===== src/rtl/evt_cnt_pkg.sv =====
package evt_cnt_pkg;
  localparam int CODE_W = 8;
  localparam int MASK_W = 8;
  localparam int THR_W  = 5;
  localparam logic [63:0] CFG_WMASK = 64'h0000_0000_1FD4_FFFF;

  typedef struct packed {
    logic [THR_W-1:0]  thr;
    logic              inv;
    logic              loc_en;
    logic              ovf_en;
    logic              edge_md;
    logic [MASK_W-1:0] mask;
    logic [CODE_W-1:0] code;
  } cfg_t;

  function automatic cfg_t unpack_cfg(input logic [63:0] w);
    cfg_t c;
    c.code    = w[7:0];
    c.mask    = w[15:8];
    c.edge_md = w[18];
    c.ovf_en  = w[20];
    c.loc_en  = w[22];
    c.inv     = w[23];
    c.thr     = w[28:24];
    return c;
  endfunction

  function automatic logic [63:0] pack_cfg(input cfg_t c);
    logic [63:0] w;
    w        = '0;
    w[7:0]   = c.code;
    w[15:8]  = c.mask;
    w[18]    = c.edge_md;
    w[20]    = c.ovf_en;
    w[22]    = c.loc_en;
    w[23]    = c.inv;
    w[28:24] = c.thr;
    return w;
  endfunction
endpackage


===== src/rtl/evt_select.sv =====
module evt_select #(
  parameter int NUM_EVT = 4,
  parameter int SUB_W   = 8,
  parameter int CODE_W  = 8,
  parameter int INC_W   = $clog2(SUB_W + 1)
) (
  input  logic [NUM_EVT*SUB_W-1:0] evt_bus,
  input  logic [CODE_W-1:0]        code,
  input  logic [SUB_W-1:0]         mask,
  output logic [INC_W-1:0]         inc
);
  logic [INC_W-1:0] grp_cnt [NUM_EVT];

  for (genvar g = 0; g < NUM_EVT; g++) begin : g_grp
    always_comb begin
      grp_cnt[g] = '0;
      for (int b = 0; b < SUB_W; b++) begin
        grp_cnt[g] = grp_cnt[g] + INC_W'(evt_bus[g*SUB_W+b] & mask[b]);
      end
    end
  end

  always_comb begin
    inc = '0;
    for (int g = 0; g < NUM_EVT; g++) begin
      if (32'(code) == g) inc = grp_cnt[g];
    end
  end
endmodule


===== src/rtl/evt_qualify.sv =====
module evt_qualify #(
  parameter int INC_W = 4,
  parameter int THR_W = 5
) (
  input  logic             clk,
  input  logic             rst_n,
  input  logic [INC_W-1:0] inc,
  input  logic [THR_W-1:0] thr,
  input  logic             inv,
  input  logic             edge_md,
  output logic [INC_W-1:0] add_amt
);
  localparam int CMP_W = (INC_W > THR_W) ? INC_W : THR_W;

  logic act, prev_q, prev_d, ge_thr;

  always_comb begin
    ge_thr = CMP_W'(inc) >= CMP_W'(thr);
    if (thr == '0) act = (inc != '0);
    else           act = inv ? !ge_thr : ge_thr;
    prev_d = act;
    if (edge_md)          add_amt = INC_W'(act && !prev_q);
    else if (thr == '0)   add_amt = inc;
    else                  add_amt = INC_W'(act);
  end

  always_ff @(posedge clk or negedge rst_n) begin
    if (!rst_n) prev_q <= 1'b0;
    else        prev_q <= prev_d;
  end

  // after a counted edge, no second count while the comparison is unchanged
  p_edge_once_r6: assert property (@(posedge clk) disable iff (!rst_n)
    (edge_md && add_amt != '0) |=>
      (!edge_md || thr != $past(thr) || inv != $past(inv) || add_amt == '0));
endmodule


===== src/rtl/evt_accum.sv =====
module evt_accum #(
  parameter int CNT_W = 44,
  parameter int INC_W = 4
) (
  input  logic             clk,
  input  logic             rst_n,
  input  logic             cnt_en,
  input  logic [INC_W-1:0] add_amt,
  input  logic             ovf_en,
  input  logic             wr,
  input  logic [CNT_W-1:0] wdata,
  output logic [CNT_W-1:0] cnt,
  output logic             ovf_pulse
);
  logic [CNT_W-1:0] cnt_d;
  logic [CNT_W:0]   sum;
  logic             ovf_d, cnt_ce;

  always_comb begin
    sum    = {1'b0, cnt} + (CNT_W+1)'(add_amt);
    cnt_ce = wr || cnt_en;
    cnt_d  = cnt;
    ovf_d  = 1'b0;
    if (wr) begin
      cnt_d = wdata;
    end else if (cnt_en) begin
      cnt_d = sum[CNT_W-1:0];
      ovf_d = sum[CNT_W] && ovf_en;
    end
  end

  always_ff @(posedge clk or negedge rst_n) begin
    if (!rst_n) begin
      cnt       <= '0;
      ovf_pulse <= 1'b0;
    end else begin
      ovf_pulse <= ovf_d;
      if (cnt_ce) cnt <= cnt_d;
    end
  end

  p_hold_r7: assert property (@(posedge clk) disable iff (!rst_n)
    (!cnt_en && !wr) |=> $stable(cnt));
  p_wr_prio_r10: assert property (@(posedge clk) disable iff (!rst_n)
    wr |=> (cnt == $past(wdata) && !ovf_pulse));
  p_no_overflow_r9: assert property (@(posedge clk) disable iff (!rst_n)
    !ovf_en |=> !ovf_pulse);
  p_wrap_low_r8: assert property (@(posedge clk) disable iff (!rst_n)
    ovf_pulse |-> (cnt < CNT_W'(1 << INC_W)));
endmodule


===== src/rtl/evt_cnt_slice.sv =====
module evt_cnt_slice
  import evt_cnt_pkg::*;
#(
  parameter int NUM_EVT = 4,
  parameter int CNT_W   = 44
) (
  input  logic                    clk,
  input  logic                    rst_n,
  input  logic                    reg_wr,
  input  logic                    reg_sel,
  input  logic [63:0]             reg_wdata,
  output logic [63:0]             reg_rdata,
  input  logic [NUM_EVT*MASK_W-1:0] evt_bus,
  input  logic                    glob_en,
  input  logic                    freeze,
  output logic                    ovf_pulse
);
  localparam int SUB_W = MASK_W;
  localparam int INC_W = $clog2(SUB_W + 1);

  logic rst_q1, rst_q2, rst_s;
  cfg_t cfg_q, cfg_d;
  logic cfg_ce, cnt_wr, cnt_en;
  logic [INC_W-1:0] inc, add_amt;
  logic [CNT_W-1:0] cnt;

  always_ff @(posedge clk or negedge rst_n) begin
    if (!rst_n) begin
      rst_q1 <= 1'b0;
      rst_q2 <= 1'b0;
    end else begin
      rst_q1 <= 1'b1;
      rst_q2 <= rst_q1;
    end
  end
  assign rst_s = rst_q2;

  always_comb begin
    cfg_ce = reg_wr && !reg_sel;
    cnt_wr = reg_wr && reg_sel;
    cfg_d  = unpack_cfg(reg_wdata);
    cnt_en = cfg_q.loc_en && glob_en && !freeze;
    reg_rdata = reg_sel ? 64'(cnt) : pack_cfg(cfg_q);
  end

  always_ff @(posedge clk or negedge rst_s) begin
    if (!rst_s)      cfg_q <= '0;
    else if (cfg_ce) cfg_q <= cfg_d;
  end

  evt_select #(.NUM_EVT(NUM_EVT), .SUB_W(SUB_W), .CODE_W(CODE_W), .INC_W(INC_W)) u_sel (
    .evt_bus (evt_bus),
    .code    (cfg_q.code),
    .mask    (cfg_q.mask),
    .inc     (inc)
  );

  evt_qualify #(.INC_W(INC_W), .THR_W(THR_W)) u_qual (
    .clk     (clk),
    .rst_n   (rst_s),
    .inc     (inc),
    .thr     (cfg_q.thr),
    .inv     (cfg_q.inv),
    .edge_md (cfg_q.edge_md),
    .add_amt (add_amt)
  );

  evt_accum #(.CNT_W(CNT_W), .INC_W(INC_W)) u_acc (
    .clk       (clk),
    .rst_n     (rst_s),
    .cnt_en    (cnt_en),
    .add_amt   (add_amt),
    .ovf_en    (cfg_q.ovf_en),
    .wr        (cnt_wr),
    .wdata     (reg_wdata[CNT_W-1:0]),
    .cnt       (cnt),
    .ovf_pulse (ovf_pulse)
  );

  p_cfg_keep_r7: assert property (@(posedge clk) disable iff (!rst_s)
    !(reg_wr && !reg_sel) |=> $stable(cfg_q));
  p_code_range_r2: assert property (@(posedge clk) disable iff (!rst_s)
    (32'(cfg_q.code) >= NUM_EVT) |-> (inc == '0));
endmodule


===== config.mk =====
export PLATFORM = sky130hd
export DESIGN_NAME = evt_cnt_slice
export DESIGN_NICKNAME = d
export VERILOG_FILES = /design/src/rtl/evt_cnt_pkg.sv /design/src/rtl/evt_select.sv /design/src/rtl/evt_qualify.sv /design/src/rtl/evt_accum.sv /design/src/rtl/evt_cnt_slice.sv
export SDC_FILE = /design/constraint.sdc
export NUM_CORES = 1
export LEC_CHECK = 0
export ABC_CLOCK_PERIOD_IN_PS = 2150
export CORE_ASPECT_RATIO = 0.5
export CORE_MARGIN = 2
export CORE_UTILIZATION = 43
export DETAILED_ROUTE_END_ITERATION = 10
export PLACE_DENSITY = 0.78
export SYNTH_ARGS = -nofsm -noshare
export SYNTH_HDL_FRONTEND = slang
export SYNTH_SLANG_ARGS = --single-unit

===== constraint.sdc =====
create_clock -name clk -period 2.15 [get_ports clk]
set_input_delay 0.5375 -clock clk [delete_from_list [all_inputs] [get_ports clk]]
set_output_delay 0.5375 -clock clk [all_outputs]
set_load 0.05 [all_outputs]

Word-level counts from Yosys, hierarchy flattened:

Index checks and enable logic that the tools add are counted.

* flip-flop bits (word level): 73
* input port bits: 102
* output and inout port bits: 65
* logic and storage cells: 106

* $add $sub $neg: 29
* $lt $le $gt $ge: 1
* eq/ne operators: 3
* multiplexer cells: 13
* bitwise operators: 32
* reductions and logical operators: 16

Operators by type and width (count)
* 2-to-1 mux 44 bit: 3
* adder 4 bit: 28
* adder 44 x 4 -> 45 bit: 1
* bitwise AND 1 bit: 32
* 2-to-1 mux 4 bit: 6
* == test 8 x 2 -> 1 bit, second input constant: 2
* == test 8 x 1 -> 1 bit, second input constant: 1
* zero test 8 bit: 1
* logical AND 1 bit: 6
* >= comparator 4 x 5 -> 1 bit: 1
* zero test 5 bit: 1
* zero test 1 bit: 4
* 2-to-1 mux 1 bit: 4
* nonzero test 4 bit: 1
* AND reduction 2 bit: 1
* nonzero test 2 bit: 1
* logical OR 1 bit: 1

Depth between registers and ports, before layout:

Gate-level depths: netlist of the first run.

* word-level depth: 22
* gate-level depth with buffers: 26
* depth with buffers taken out: 25

By module:

Synthesis of the first run repeated with hierarchy kept, for this count alone.

* cells, all modules: 589
* area, all modules: 5640.4 µm²

Modules (own cells, without submodules)
* evt_accum: times used 1, cells an instance 315, area each 2767.7 µm², seq. area each 1126.1 µm²
* evt_cnt_slice: times used 1, cells an instance 130, area each 1682.9 µm², seq. area each 675.6 µm²
* evt_select: times used 1, cells an instance 108, area each 909.6 µm², seq. area each 0.0 µm²
* evt_qualify: times used 1, cells an instance 36, area each 280.3 µm², seq. area each 25.0 µm²

Worst setup path after synthesis of the first run:

No wires, ideal clock.

* path kind: input -> register
* start point: in evt_bus[7]
* end point: reg u_acc.cnt[14]
* setup time: 0.083 ns
* data arrival time: 6.375 ns
* data required time: 2.067 ns
* setup slack: -4.308 ns
* stages on the path: 26
* buffers on the path: 1
* cell sequence: and2_1 fa_1 inv_1 fa_1 fa_1 inv_1 ha_1 fa_1 nor2b_1 a211oi_1 a211oi_1 ha_1 o21ai_0 a21oi_1 o31ai_1 xor2_1 a211oi_1 ha_1 inv_1 fa_1 nand2b_1 a211oi_2 clkbuf_1 nand4_1 xor2_1 o21ai_0

* word-level cells in the longest chain between the ends: 15
* elaborated cells on any way between the ends: 17
* classes of those cells: add/sub (2); order compare (1); mux (10); bitwise (1); reduce/logical (3)

Ends and longest elaborated chain
* start: declaration: RTL line evt_cnt_slice.sv:13 `input logic [NUM_EVT*MASK_W-1:0] evt_bus,`
* bitwise AND 1 bit *: RTL line evt_select.sv:18 `grp_cnt[g] = grp_cnt[g] + INC_W'(evt_bus[g*SUB_W+b] & mask[b]);`
* adder 4 bit *: RTL line evt_select.sv:18
* 2-to-1 mux 4 bit * (4 in a row): RTL line evt_select.sv:26 `if (32'(code) == g) inc = grp_cnt[g];`
* >= comparator 4 x 5 -> 1 bit: RTL line evt_qualify.sv:18 `ge_thr = CMP_W'(inc) >= CMP_W'(thr);`
* zero test 1 bit: RTL line evt_qualify.sv:20 `else act = inv ? !ge_thr : ge_thr;`
* 2-to-1 mux 1 bit: RTL line evt_qualify.sv:20
* 2-to-1 mux 1 bit: RTL line evt_qualify.sv:19 `if (thr == '0) act = (inc != '0);`
* 2-to-1 mux 4 bit / logical AND 1 bit (equally long branches): RTL line evt_qualify.sv:23, evt_qualify.sv:22
* 2-to-1 mux 4 bit *: RTL line evt_qualify.sv:22 `if (edge_md) add_amt = INC_W'(act && !prev_q);`
* adder 44 x 4 -> 45 bit *: RTL line evt_accum.sv:20 `sum = {1'b0, cnt} + (CNT_W+1)'(add_amt);`
* 2-to-1 mux 44 bit *: RTL line evt_accum.sv:26 `end else if (cnt_en) begin`
* 2-to-1 mux 44 bit *: RTL line evt_accum.sv:24 `if (wr) begin`
* end signal: assignment: RTL line evt_accum.sv:38 `if (cnt_ce) cnt <= cnt_d;`
* end: declaration: RTL line evt_accum.sv:12 `output logic [CNT_W-1:0] cnt,`

Mark *: on every way between the ends. The rest lies on a longest branch, timed or not. The select of a mux whose other input is x is not followed.
A chain may end at the register's enable or synchronous reset.

Final worst setup path of the first run:

* start point: reg cfg_q[12] in the netlist's numbering
* end point: reg u_acc.cnt[30]

* word-level cells in the longest chain between the ends: 18
* elaborated cells on any way between the ends: 35
* classes of those cells: add/sub (17); order compare (1); mux (10); bitwise (4); reduce/logical (3)

Ends and longest elaborated chain
* start: declaration: RTL line evt_cnt_slice.sv:22 `cfg_t cfg_q, cfg_d;`
* start signal: assignment: RTL line evt_cnt_slice.sv:48 `else if (cfg_ce) cfg_q <= cfg_d;`
* bitwise AND 1 bit: RTL line evt_select.sv:18
* adder 4 bit (4 in a row): RTL line evt_select.sv:18
* 2-to-1 mux 4 bit (3 in a row): RTL line evt_select.sv:26
* 2-to-1 mux 4 bit *: RTL line evt_select.sv:26
* >= comparator 4 x 5 -> 1 bit: RTL line evt_qualify.sv:18
* zero test 1 bit: RTL line evt_qualify.sv:20
* 2-to-1 mux 1 bit: RTL line evt_qualify.sv:20
* 2-to-1 mux 1 bit: RTL line evt_qualify.sv:19
* 2-to-1 mux 4 bit / logical AND 1 bit (equally long branches): RTL line evt_qualify.sv:23, evt_qualify.sv:22
* 2-to-1 mux 4 bit *: RTL line evt_qualify.sv:22
* adder 44 x 4 -> 45 bit *: RTL line evt_accum.sv:20
* 2-to-1 mux 44 bit *: RTL line evt_accum.sv:26
* 2-to-1 mux 44 bit *: RTL line evt_accum.sv:24

Marks and branches as above.

==> reports/results.md, run 1 <==
- 12.3 mm — detailed placer's ending HPWL
- 55 — largest net degree at the start of global routing
- 0.916 — routability congestion estimate from global placement
- 4.50% — met3 global-route usage
- 46 — setup violation total in the final timing report
- -4.39 ns — post-route worst setup slack
- u_acc.cnt[30] — capture point of the worst reg-to-reg path
- 34.2% — layout cell share with drive strength beyond 1
- 33.9% — portion of the post-synthesis area used by sequential elements
- 2.40 ns — Critical Path RT
- dfrtp_1 — library cell with the largest summed area after synthesis
- fa_1 — critical path's slowest cell
- reg2async — type of the worst min-delay path
- 33.9% — share of Yosys cell area claimed by the top area cell type
- 0 — remaining routing DRC violations
- 0 — hold_buf cts
- 745 mW/mm^2 — total power divided by cell area
- 5451 — total via count in the routed design
- 18.5 um — average wire per cell in the routed design
- flip-flop — type of element capturing the critical path
- 0.06 ns — Reg clk slew, reported paths
- 9 — CTS Buf Count
- cfg_q[12] — R2R Path Start
- 44.8% — Initial Util
- -182.74 ns — aggregate negative setup slack
- 0.34 ns — Skew-Pair Late Insertion Delay
- 0.0120 sq mm — floorplan core area
- 100% — share of flip-flops with an asynchronous set or reset after synthesis
- 6.54 ns — fin crit period
- 0 — number of synthesis warnings
- 8.99 sq um — average footprint of a synthesized cell
- done — clock tree from TritonCTS
- met2 — Most Crowded Layer GR
- 43.9% — GRT met2 Usage
- -4.87 ns — minimum setup slack after placement
- dfrtp_1 — primary flip-flop cell chosen by synthesis mapping
- 153 MHz — max frequency
- 64.8% — max_slew headroom
- buf_4 — commonest non-fill, non-tap cell in the layout
- 107 x buf_4, 74 x nand2_1, 69 x dfrtp_1, 68 x clkdlybuf4s50_1, 44 x mux2_2 — leading cell types in the layout, fill and taps excluded
- -4.39 ns — register-to-register setup slack
- 0 — overflow left after global routing
- 453 uV — IR drop worst, VDD
- clkbuf_16 — Root Buffer Master
- 0.524 ns — Least-Margin Pin Slew
- 27.7 mm — first-pass GRT wire length
- 53.9% — area growth from synthesis to layout
- 5439 — vias in the first global route
- 599 — post-synthesis instance total
- u_acc.cnt[30] — Worst Setup EP
- 162 um — horizontal extent of the die
- setup timing — violations in the final reports
- 0.00754 sq mm — placement-stage cell area
- 27 — critical path depth
- 6.79 ns — Arrival @ worst endpoint
- 0 — n_diodes
- 0.55 ns — longest individual stage delay on the worst path
- 5 — top fanout value on the critical path
- 27 — depth of the worst register-to-register path
- 73 — flops & latches, synth
- 0.00829 sq mm — Final Instance Area
- flip-flop — kind of start point of the critical path
- 28 — Row Count
- 25.9% — combined global-route utilization of all metal layers
- 947 — nets
- 304% — fraction of the cycle the final worst path needs
- 0.0135 sq mm — Total Die Area
- true — setup repair after global routing missed its margin
- 0 — number of max-slew violations in the final report
- 167 — Ports
- 0.00359 uW — Leakage Power
- 0 — hold violation total from the final report
- 0 — number of synthesized flops with an enable pin
- 0.210 ns — Hold WS
- 461 — first-iteration detailed-routing DRC count
- 5 — first-pass iteration count of the detailed router
- adder cells — family with the most delay on the worst path
- 3 — H-tree level count
- 0 — number of max-cap violations
- 0.0106 ns — final worst clock skew
- 0 — number of antenna violations at the first check in global routing
- 47 — number of library cell types mapped by synthesis
- 73 — number of clock sinks seen by CTS
- 126 — count of input and output buffers
- 5.57 — via-per-instance ratio
- 5 — Critical path buffers and inverters
- 0.00539 sq mm — mapped cell area
- 33.4% — global routing met1 resource utilization
- complete, but fails checks — status
- cfg_q[12] — critical path launch point
- dfrtp_1 34%, mux2_2 9.4%, fa_1 6.3%, nand2_1 5.4%, ha_1 4.6% — top cells by area, synth
- 0 — antenna viol nets, final
- reg2reg — Setup CP Type
- 83.1 um — floorplan die height
- 2 — worst-case clock buffer depth
- 18.1 mm — final routed wirelength across all metal layers
how the worst min path moves through the flow:
stage,slack [ns],end
after floorplan,0.24,rst_q1
after global placement,0.21,u_acc.cnt[40]
after detailed placement,0.21,u_acc.cnt[41]
after CTS,0.23,u_acc.cnt[39]
after global routing,0.25,u_acc.cnt[36]
final,0.21,u_acc.cnt[37]
flip-flops by register name, summed over array words and instances (netlist names):
register	flops
rst_q2	1
u_qual.prev_q	1
u_acc.cnt	44
rst_q1	1
cfg_q	25
u_acc.ovf_pulse	1
worst register-to-register path, delay by kind of cell (launching register included):
kind	cells	cell delay [ns]
and+or+nand+nor	5	1.03
AOI/OAI and AO/OA	8	1.34
buffers and inverters	5	0.49
DFF	1	0.44
adders and majority gates	8	3.00
xor gates and xnor gates	1	0.14
logic make-up after synthesis:
group	count (synthesis)	share of synthesized area [%]
buf+inv	74	6.64
xor+xnor	27	4.39
simple gates	248	23.8
mux	50	10.6
compound gates	88	9.59
other cells	2	0.139
fa+ha+maj	37	11.0
flops	73	33.9
cell usage after synthesis (2+ instances only):
cell type	count
buf_1	2
fa_1	17
nor2b_1	3
o21ai_0	44
a21o_1	2
xnor2_1	6
nand2_1	77
and2_1	38
buf_4	21
a211oi_1	6
xor2_1	21
ha_1	20
a21oi_1	9
nand4_1	23
and3_1	4
mux2_2	45
inv_1	29
nand3_2	2
nor4_1	4
mux2i_1	4
nor3_1	8
conb_1	2
nor2_1	36
a31oi_1	17
o31ai_1	4
or4_1	3
clkbuf_1	21
dfrtp_1	73
or3_1	13
nand3_1	28
timing repair:
item | 4_1_cts | 5_1_grt
resized for setup | 50 | 41
pin swaps | 55 | 37
setup buffers | 12 | 11
endpoints found under the setup margin | 46 | 46
gates cloned | 1 | 0
power breakdown:
group          internal [uW]  switching, uW
logic                   1290           1450
clock network           1050            594
registers               1560            231
total                   3890           2280
through the flow:
| step | util, % | power, uW | instances |
|---|---|---|---|
| after global routing | 69.0 | 6470 | 978 |
| after detailed placement | 62.8 | 4320 | 942 |
| after floorplan | - | 3280 | 618 |
| after CTS | 67.2 | 6110 | 971 |
| after global placement | 62.8 | 4230 | 942 |
| final | 69.0 | 6170 | 978 |
area by class of cell:
class / count / area (sq um)
timing repair buffer: 224 / 2230
sequential: 73 / 1830
clock buffer: 11 / 243
fill: 857 / 3730
clock inverter: 5 / 78.8
multi-input combinational: 471 / 3590
tap: 165 / 206
inverter: 29 / 109
layer usage:
layer,wire length (um),vias up
met4,510,0
met2,8880,276
li1,-,2459
met1,7430,2657
met5,0,-
met3,1290,59
Power figures use the tool's default switching activity.
==> run 2, diff against run 1 <==
- ABC_CLOCK_PERIOD_IN_PS: 2150 -> 7500
- CORE_UTILIZATION: 43 -> 46
- CTS_CLUSTER_SIZE: default -> 12
- PLACE_DENSITY: 0.78 -> 0.79
- clock period: 2.15 -> 7.5 ns (I/O delays scaled with it)
==> run 2 against run 1 <==
  * The run still ends with setup timing left
  * Wire length is 14% lower
  * Core utilization is 2.6 points lower
  * Power is 74% lower
  * Hold slack better by 0.15 ns
  * Count of clock-buffer cells in the layout is 3 higher
  * Sequential share of layout area is 2.4 points higher
  * Via count is 9.0% lower
  * Critical path depth is 1 higher
  * Clock skew is 0.0070 ns lower
  * Non-clock buffer count is 62 lower
  * Worst setup slack better by 4.3 ns
  * Final area is 10% lower
  * Critical path type is now in2reg
  * Largest cell class unchanged
==> reports/results.md, run 2 (synthesis results as in run 1) <==
- 6 — Critical path buffers and inverters, was 5
- 7.87 ns — Arrival @ worst endpoint, was 6.79 ns
- clkdlybuf4s50_1 — commonest non-fill, non-tap cell in the layout, was buf_4
- primary input — kind of start point of the critical path, was flip-flop
- 20.2% — layout cell share with drive strength beyond 1, was 34.2%
- 7.76 ns — Critical Path RT, was 2.40 ns
- fa_1 — critical path's slowest cell, unchanged
- 0.00311 uW — Leakage Power, was 0.00359 uW
- 48.0% — Initial Util, was 44.8%
- done — clock tree from TritonCTS, unchanged
- 0 — overflow left after global routing, unchanged
- 17 — setup violation total in the final timing report, was 46
- 0.00183 sq mm — Storage cell area, about the same
- 912 — Filler Cells Inserted, was 857
- 4962 — total via count in the routed design, was 5451
- 5.45 — via-per-instance ratio, was 5.57
- 80.5 um — floorplan die height, was 83.1 um
- 0.34 ns — Skew-Pair Late Insertion Delay, about the same
- setup timing — violations in the final reports, unchanged
- 157 um — horizontal extent of the die, was 162 um
- 448 — first-iteration detailed-routing DRC count, was 461
- 0 — number of max-cap violations, unchanged
- 17.2 um — average wire per cell in the routed design, was 18.5 um
- 24.5 mm — first-pass GRT wire length, was 27.7 mm
- flip-flop — type of element capturing the critical path, unchanged
- 0.0112 sq mm — floorplan core area, was 0.0120 sq mm
- 7.45 mm — detailed route wirelength on metal2, was 8.88 mm
- 73 — number of clock sinks seen by CTS, unchanged
- in2reg — Setup CP Type, was reg2reg
- -0.996 ns — minimum setup slack after placement, was -4.87 ns
- 5 — first-pass iteration count of the detailed router, unchanged
- 113 x clkdlybuf4s50_1, 75 x nand2_1, 72 x dfrtp_1, 44 x mux2_2, 41 x o21ai_0 — leading cell types in the layout, fill and taps excluded, was 107 x buf_4, 74 x nand2_1, 69 x dfrtp_1, 68 x clkdlybuf4s50_1, 44 x mux2_2
- 0 — hold violation total from the final report, unchanged
- 38.3% — area growth from synthesis to layout, was 53.9%
- 27 — Row Count, was 28
- clkbuf_16 — Root Buffer Master, unchanged
- 131 MHz — max frequency
- 3 — H-tree level count, unchanged
- met4 — Top Layer Used, unchanged
- 11.0 mm — detailed placer's ending HPWL, was 12.3 mm
- 0.0126 sq mm — Total Die Area, was 0.0135 sq mm
- 0.05 ns — Reg clk slew, reported paths, was 0.06 ns
- 4864 — vias in the first global route, was 5439
- adder cells — family with the most delay on the worst path, unchanged
- 0.00353 ns — final worst clock skew, was 0.0106 ns
- 1.01 ns — Least-Margin Pin Slew, was 0.524 ns
- 15.7 mm — final routed wirelength across all metal layers, was 18.1 mm
- 32.6% — max_slew headroom, was 64.8%
- 6.75 mm — metal1 wirelength, was 7.43 mm
- 102% — fraction of the cycle the final worst path needs
- u_acc.cnt: 44 flops, cfg_q: 25 flops — biggest registers after layout, unchanged
- 0 — remaining routing DRC violations, unchanged
- -0.115 ns — post-route worst setup slack, was -4.39 ns
- 1.13 mm — detailed-routed wire length on met3, was 1.29 mm
- 66.4% — share of the core filled with cells in the final layout, was 69.0%
- 0 — number of max-slew violations in the final report, unchanged
- 0 — antenna viol nets, final, unchanged
- 886 — nets, was 947
- 0.55 ns — longest individual stage delay on the worst path, about the same
- 0 — number of antenna violations at the first check in global routing, unchanged
- 167 — Ports, unchanged
- reg2reg — type of the worst min-delay path, was reg2async
- 0.00349 sq mm — area used by multi-input combinational logic, was 0.00359 sq mm
- 126 — count of input and output buffers, unchanged
- complete, but fails checks — status, unchanged
- 2 — worst-case clock buffer depth, unchanged
- 214 mW/mm^2 — total power divided by cell area, was 745 mW/mm^2
- true — setup repair after global routing missed its margin, unchanged
- 44 — flip-flop count of the largest register after layout, unchanged
- 143 uV — IR drop worst, VDD, was 453 uV
- 9 — CTS Buf Count, unchanged
- 4 — top fanout value on the critical path, was 5
- 0 — n_diodes, unchanged
- 0.866 — routability congestion estimate from global placement, was 0.916
- 7.61 ns — fin crit period
- u_acc.cnt — largest register by flop count, unchanged
- 72 — largest net degree at the start of global routing, was 55
- 24.9% — combined global-route utilization of all metal layers, was 25.9%
==> run 2: report_power, final <==
| group | switching, uW | total (uW) | internal (uW) |
|---|---|---|---|
| logic | 362 | 655 | 293 |
| registers | 75.5 | 523 | 447 |
| clock network | 160 | 419 | 259 |
==> run 2: through the flow <==
stage          cell area, sq um  total power (uW)  hold slack (ns)  std cells  setup TNS [ns]
5_1_grt                    7450              1680            0.378        911           -5.64
4_1_cts                    7330              1580            0.363        905          -0.336
3_5_place_dp               6890              1140            0.350        881          -26.02
2_1_floorplan              5510               936            0.331        618               0
3_3_place_gp               6890              1120            0.340        881          -23.80
6_report                   7450              1600            0.357        911           -1.01
==> run 2: metal layers <==
layer  track usage [%]  vias up
met4              7.73        0
met2              42.1      197
li1                  -     2342
met1              32.6     2390
met3              4.59       33
met5                 0        -
==> run 2: what timing repair did <==
| item | 4_1_cts | 5_1_grt |
|---|---|---|
| pin swaps | 35 | 23 |
| cloned | 0 | 1 |
| setup endpoints to repair | 33 | 33 |
| buffers inserted | 8 | 5 |
| hold buffers | 0 | 0 |
| resized for setup | 48 | 18 |
==> run 2: area by class of cell <==
cell class	count	share of cell area, %
Clock buffer	14	3.81
Clock inverter	2	0.134
Inverter	29	1.46
Multi-Input combinational cell	472	46.9
Sequential cell	73	24.5
Tap cell	159	2.67
Timing Repair Buffer	162	20.5
==> run 2: worst paths after layout <==
check	startpoint	slack, ns	cells after the start	endpoint
worst max register to register	cfg_q[12]	1.03	27	u_acc.cnt[30]
min in group asynchronous	rst_q2	0.45	1	u_acc.cnt[36]
max in group asynchronous	rst_n	5.66	1	rst_q2
worst min register to register	rst_q1	0.36	0	rst_q2
worst max-delay path	evt_bus[4]	-0.11	28	u_acc.cnt[30]
worst min-delay path	rst_q1	0.36	0	rst_q2
==> run 3, diff against run 2 <==
- CELL_PAD_IN_SITES_DETAIL_PLACEMENT: default -> 1
- CELL_PAD_IN_SITES_GLOBAL_PLACEMENT: default -> 1
- CORE_UTILIZATION: 46 -> 35
- PLACE_DENSITY: 0.79 -> default
- PLACE_DENSITY_LB_ADDON: default -> 0.1
==> run 3 against run 2 <==
  * The run still ends with setup timing left
  * Clock power grew 4%
  * Worst setup slack gained 0.030 ns
  * Count of clock-buffer cells in the layout shrank 5
  * Via count shrank 0.48%
  * Hold slack lost 0.0056 ns
  * Register-to-register slack gained 0.02 ns
  * Sequential power is essentially flat
  * Critical path type unchanged
==> reports/results.md, run 3 (synthesis results as in run 1) <==
- clkbuf_16 — Root Buffer Master, unchanged
- 107 uV — IR drop worst, VDD, was 143 uV
- 32.2% — part of the power in registers, was 32.7%
- 91.7 um — floorplan die height, was 80.5 um
- 4 — first-pass iteration count of the detailed router, was 5
- 38.2% — share of total power consumed by net switching, was 37.4%
- 7.84 ns — Arrival @ worst endpoint, was 7.87 ns
- done — clock tree from TritonCTS, unchanged
- in2reg — Setup CP Type, unchanged
- 101% — fraction of the cycle the final worst path needs, was 102%
- 0 — number of max-slew violations in the final report, unchanged
- 0 — remaining routing DRC violations, unchanged
- 0.0147 sq mm — floorplan core area, was 0.0112 sq mm
- 168 — first-iteration detailed-routing DRC count, was 448
- 40.1% — area growth from synthesis to layout, was 38.3%
- u_acc.cnt: 44 flops, cfg_q: 25 flops — biggest registers after layout, unchanged
- 73 — number of clock sinks seen by CTS, unchanged
- 22.5% — layout cell share with drive strength beyond 1, was 20.2%
- 0 — number of max-cap violations, unchanged
- 17.4 mm — final routed wirelength across all metal layers, was 15.7 mm
- 1.05 ns — register-to-register setup slack, was 1.03 ns
- 920 — number of placed instances, taps included, was 881
- 1620 uW — post-layout total power, was 1600 uW
- complete, but fails checks — status, unchanged
- 31 — Row Count, was 27
- 21.3% — combined global-route utilization of all metal layers, was 24.9%
- 1000 uW — cell-internal power, was 999 uW
- 215 mW/mm^2 — total power divided by cell area, was 214 mW/mm^2
- 44 — flip-flop count of the largest register after layout, unchanged
- 5 — top fanout value on the critical path, was 4
- reg2reg — type of the worst min-delay path, unchanged
- -1.07 ns — minimum setup slack after placement, was -0.996 ns
- 36.5% — Initial Util, was 48.0%
- 21.8% — max_slew headroom, was 32.6%
- 0.0165 sq mm — Total Die Area, was 0.0126 sq mm
- 4938 — total via count in the routed design, was 4962
- 0 — antenna viol nets, final, unchanged
- clkdlybuf4s50_1 — commonest non-fill, non-tap cell in the layout, unchanged
- 0 — hold violation total from the final report, unchanged
- 27.7 mm — first-pass GRT wire length, was 24.5 mm
- 7.76 ns — Critical Path RT, about the same
- 13 — setup violation total in the final timing report, was 17
- 0.06 ns — Reg clk slew, reported paths, was 0.05 ns
- 0.54 ns — longest individual stage delay on the worst path, was 0.55 ns
- 113 x clkdlybuf4s50_1, 74 x nand2_1, 72 x dfrtp_1, 44 x mux2_2 — leading cell types in the layout, fill and taps excluded, was 113 x clkdlybuf4s50_1, 75 x nand2_1, 72 x dfrtp_1, 44 x mux2_2, 41 x o21ai_0
- true — setup repair after global routing missed its margin, unchanged
- 954 — non-filler cells in the finished layout, was 911
- 0.00312 uW — Leakage Power, was 0.00311 uW
- 0 — n_diodes, unchanged
- 26.8% — clock share of power, was 26.3%
- 41.0% — fraction of power consumed by combinational cells, about the same
- 0 — number of antenna violations at the first check in global routing, unchanged
- 9 — CTS Buf Count, unchanged
- setup timing — violations in the final reports, unchanged
- 0.826 — routability congestion estimate from global placement, was 0.866
- 890 — nets, was 886
- 7.58 ns — fin crit period, was 7.61 ns
- 0 — overflow left after global routing, unchanged
- -0.0844 ns — post-route worst setup slack, was -0.115 ns
- 126 — count of input and output buffers, unchanged
- flip-flop — type of element capturing the critical path, unchanged
- 0.00535 ns — final worst clock skew, was 0.00353 ns
- 72 — largest net degree at the start of global routing, unchanged
- fa_1 — critical path's slowest cell, unchanged
- 12.4 mm — detailed placer's ending HPWL, was 11.0 mm
- 132 MHz — max frequency, was 131 MHz
- 5.18 — via-per-instance ratio, was 5.45
- 621 uW — P_sw, was 598 uW
- 0.34 ns — Skew-Pair Late Insertion Delay, about the same
- 1.16 ns — Least-Margin Pin Slew, was 1.01 ns
- 18.2 um — average wire per cell in the routed design, was 17.2 um
- 0.352 ns — Hold WS, was 0.357 ns
- primary input — kind of start point of the critical path, unchanged
- 3 — H-tree level count, unchanged
- 167 — Ports, unchanged
- 179 um — horizontal extent of the die, was 157 um
- u_acc.cnt — largest register by flop count, unchanged
- 2 — worst-case clock buffer depth, unchanged
- 5171 — vias in the first global route, was 4864
## run 3: cell types whose count changed in the layout (fill, tap and decap cells not counted), sizes merged
cell,change
clkinvlp,+3
bufinv,+1
clkinv,+1
dlygate4sd2,-7
nand4,+1
nand2,-1
clkbuf,+2
buf,+4
## run 3: area by class of cell
cell class              count  area (sq um)
clock inverters             7          71.3
multi-input cells         472          3510
well taps                 198           248
inverters                  29           111
fillers                  1700          7190
flip-flops and latches     73          1830
clock buffers               9           225
repair buffers            166          1550
## run 3: timing repair
item	in CTS	in global routing
gates cloned	1	1
pin swaps	36	32
gates resized for setup	56	43
hold buffers	0	0
setup endpoints to repair	36	33
setup buffers	8	8
## run 3: worst paths after layout
check                           start             to  cells past startpoint
max                        evt_bus[4]  u_acc.cnt[26]                     29
min                            rst_q1         rst_q2                      0
max reg2reg                 cfg_q[12]  u_acc.cnt[26]                     28
min reg2reg                    rst_q1         rst_q2                      0
max in group asynchronous       rst_n         rst_q2                      1
min in group asynchronous      rst_q2  u_acc.cnt[36]                      1
## run 3: through the flow
step / util [%] / area (sq um) / setup TNS (ns)
floorplan: - / 5510 / 0
CTS: 50.1 / 7390 / -1.03
global placement: 47.1 / 6940 / -28.15
detailed placement: 47.1 / 6940 / -29.33
finish: 51.2 / 7550 / -0.446
global route: 51.2 / 7550 / -4.40
## run 3: metal layers
layer | track usage, % | up-vias | routed length (um)
met5 | 0 | - | 0
met4 | 3.86 | 0 | 137
met3 | 4.45 | 11 | 678
met2 | 35.0 | 124 | 8140
met1 | 29.3 | 2448 | 8450
li1 | - | 2355 | -
## run 3: worst max-delay path: cells and delay by family
kind | cells | cell delay (ns)
compound gates | 8 | 1.24
xor+xnor | 1 | 0.13
fa+ha+maj | 8 | 3.00
buf+inv | 7 | 0.66
simple gates | 5 | 0.89
## run 3: power by group through the flow
stage | sequential [uW] | combinational (uW) | clock, uW
floorplan | 503 | 432 | 0
global placement | 525 | 615 | 0
detailed placement | 528 | 630 | 0
CTS | 522 | 655 | 446
global route | 535 | 727 | 460
finish | 523 | 665 | 436
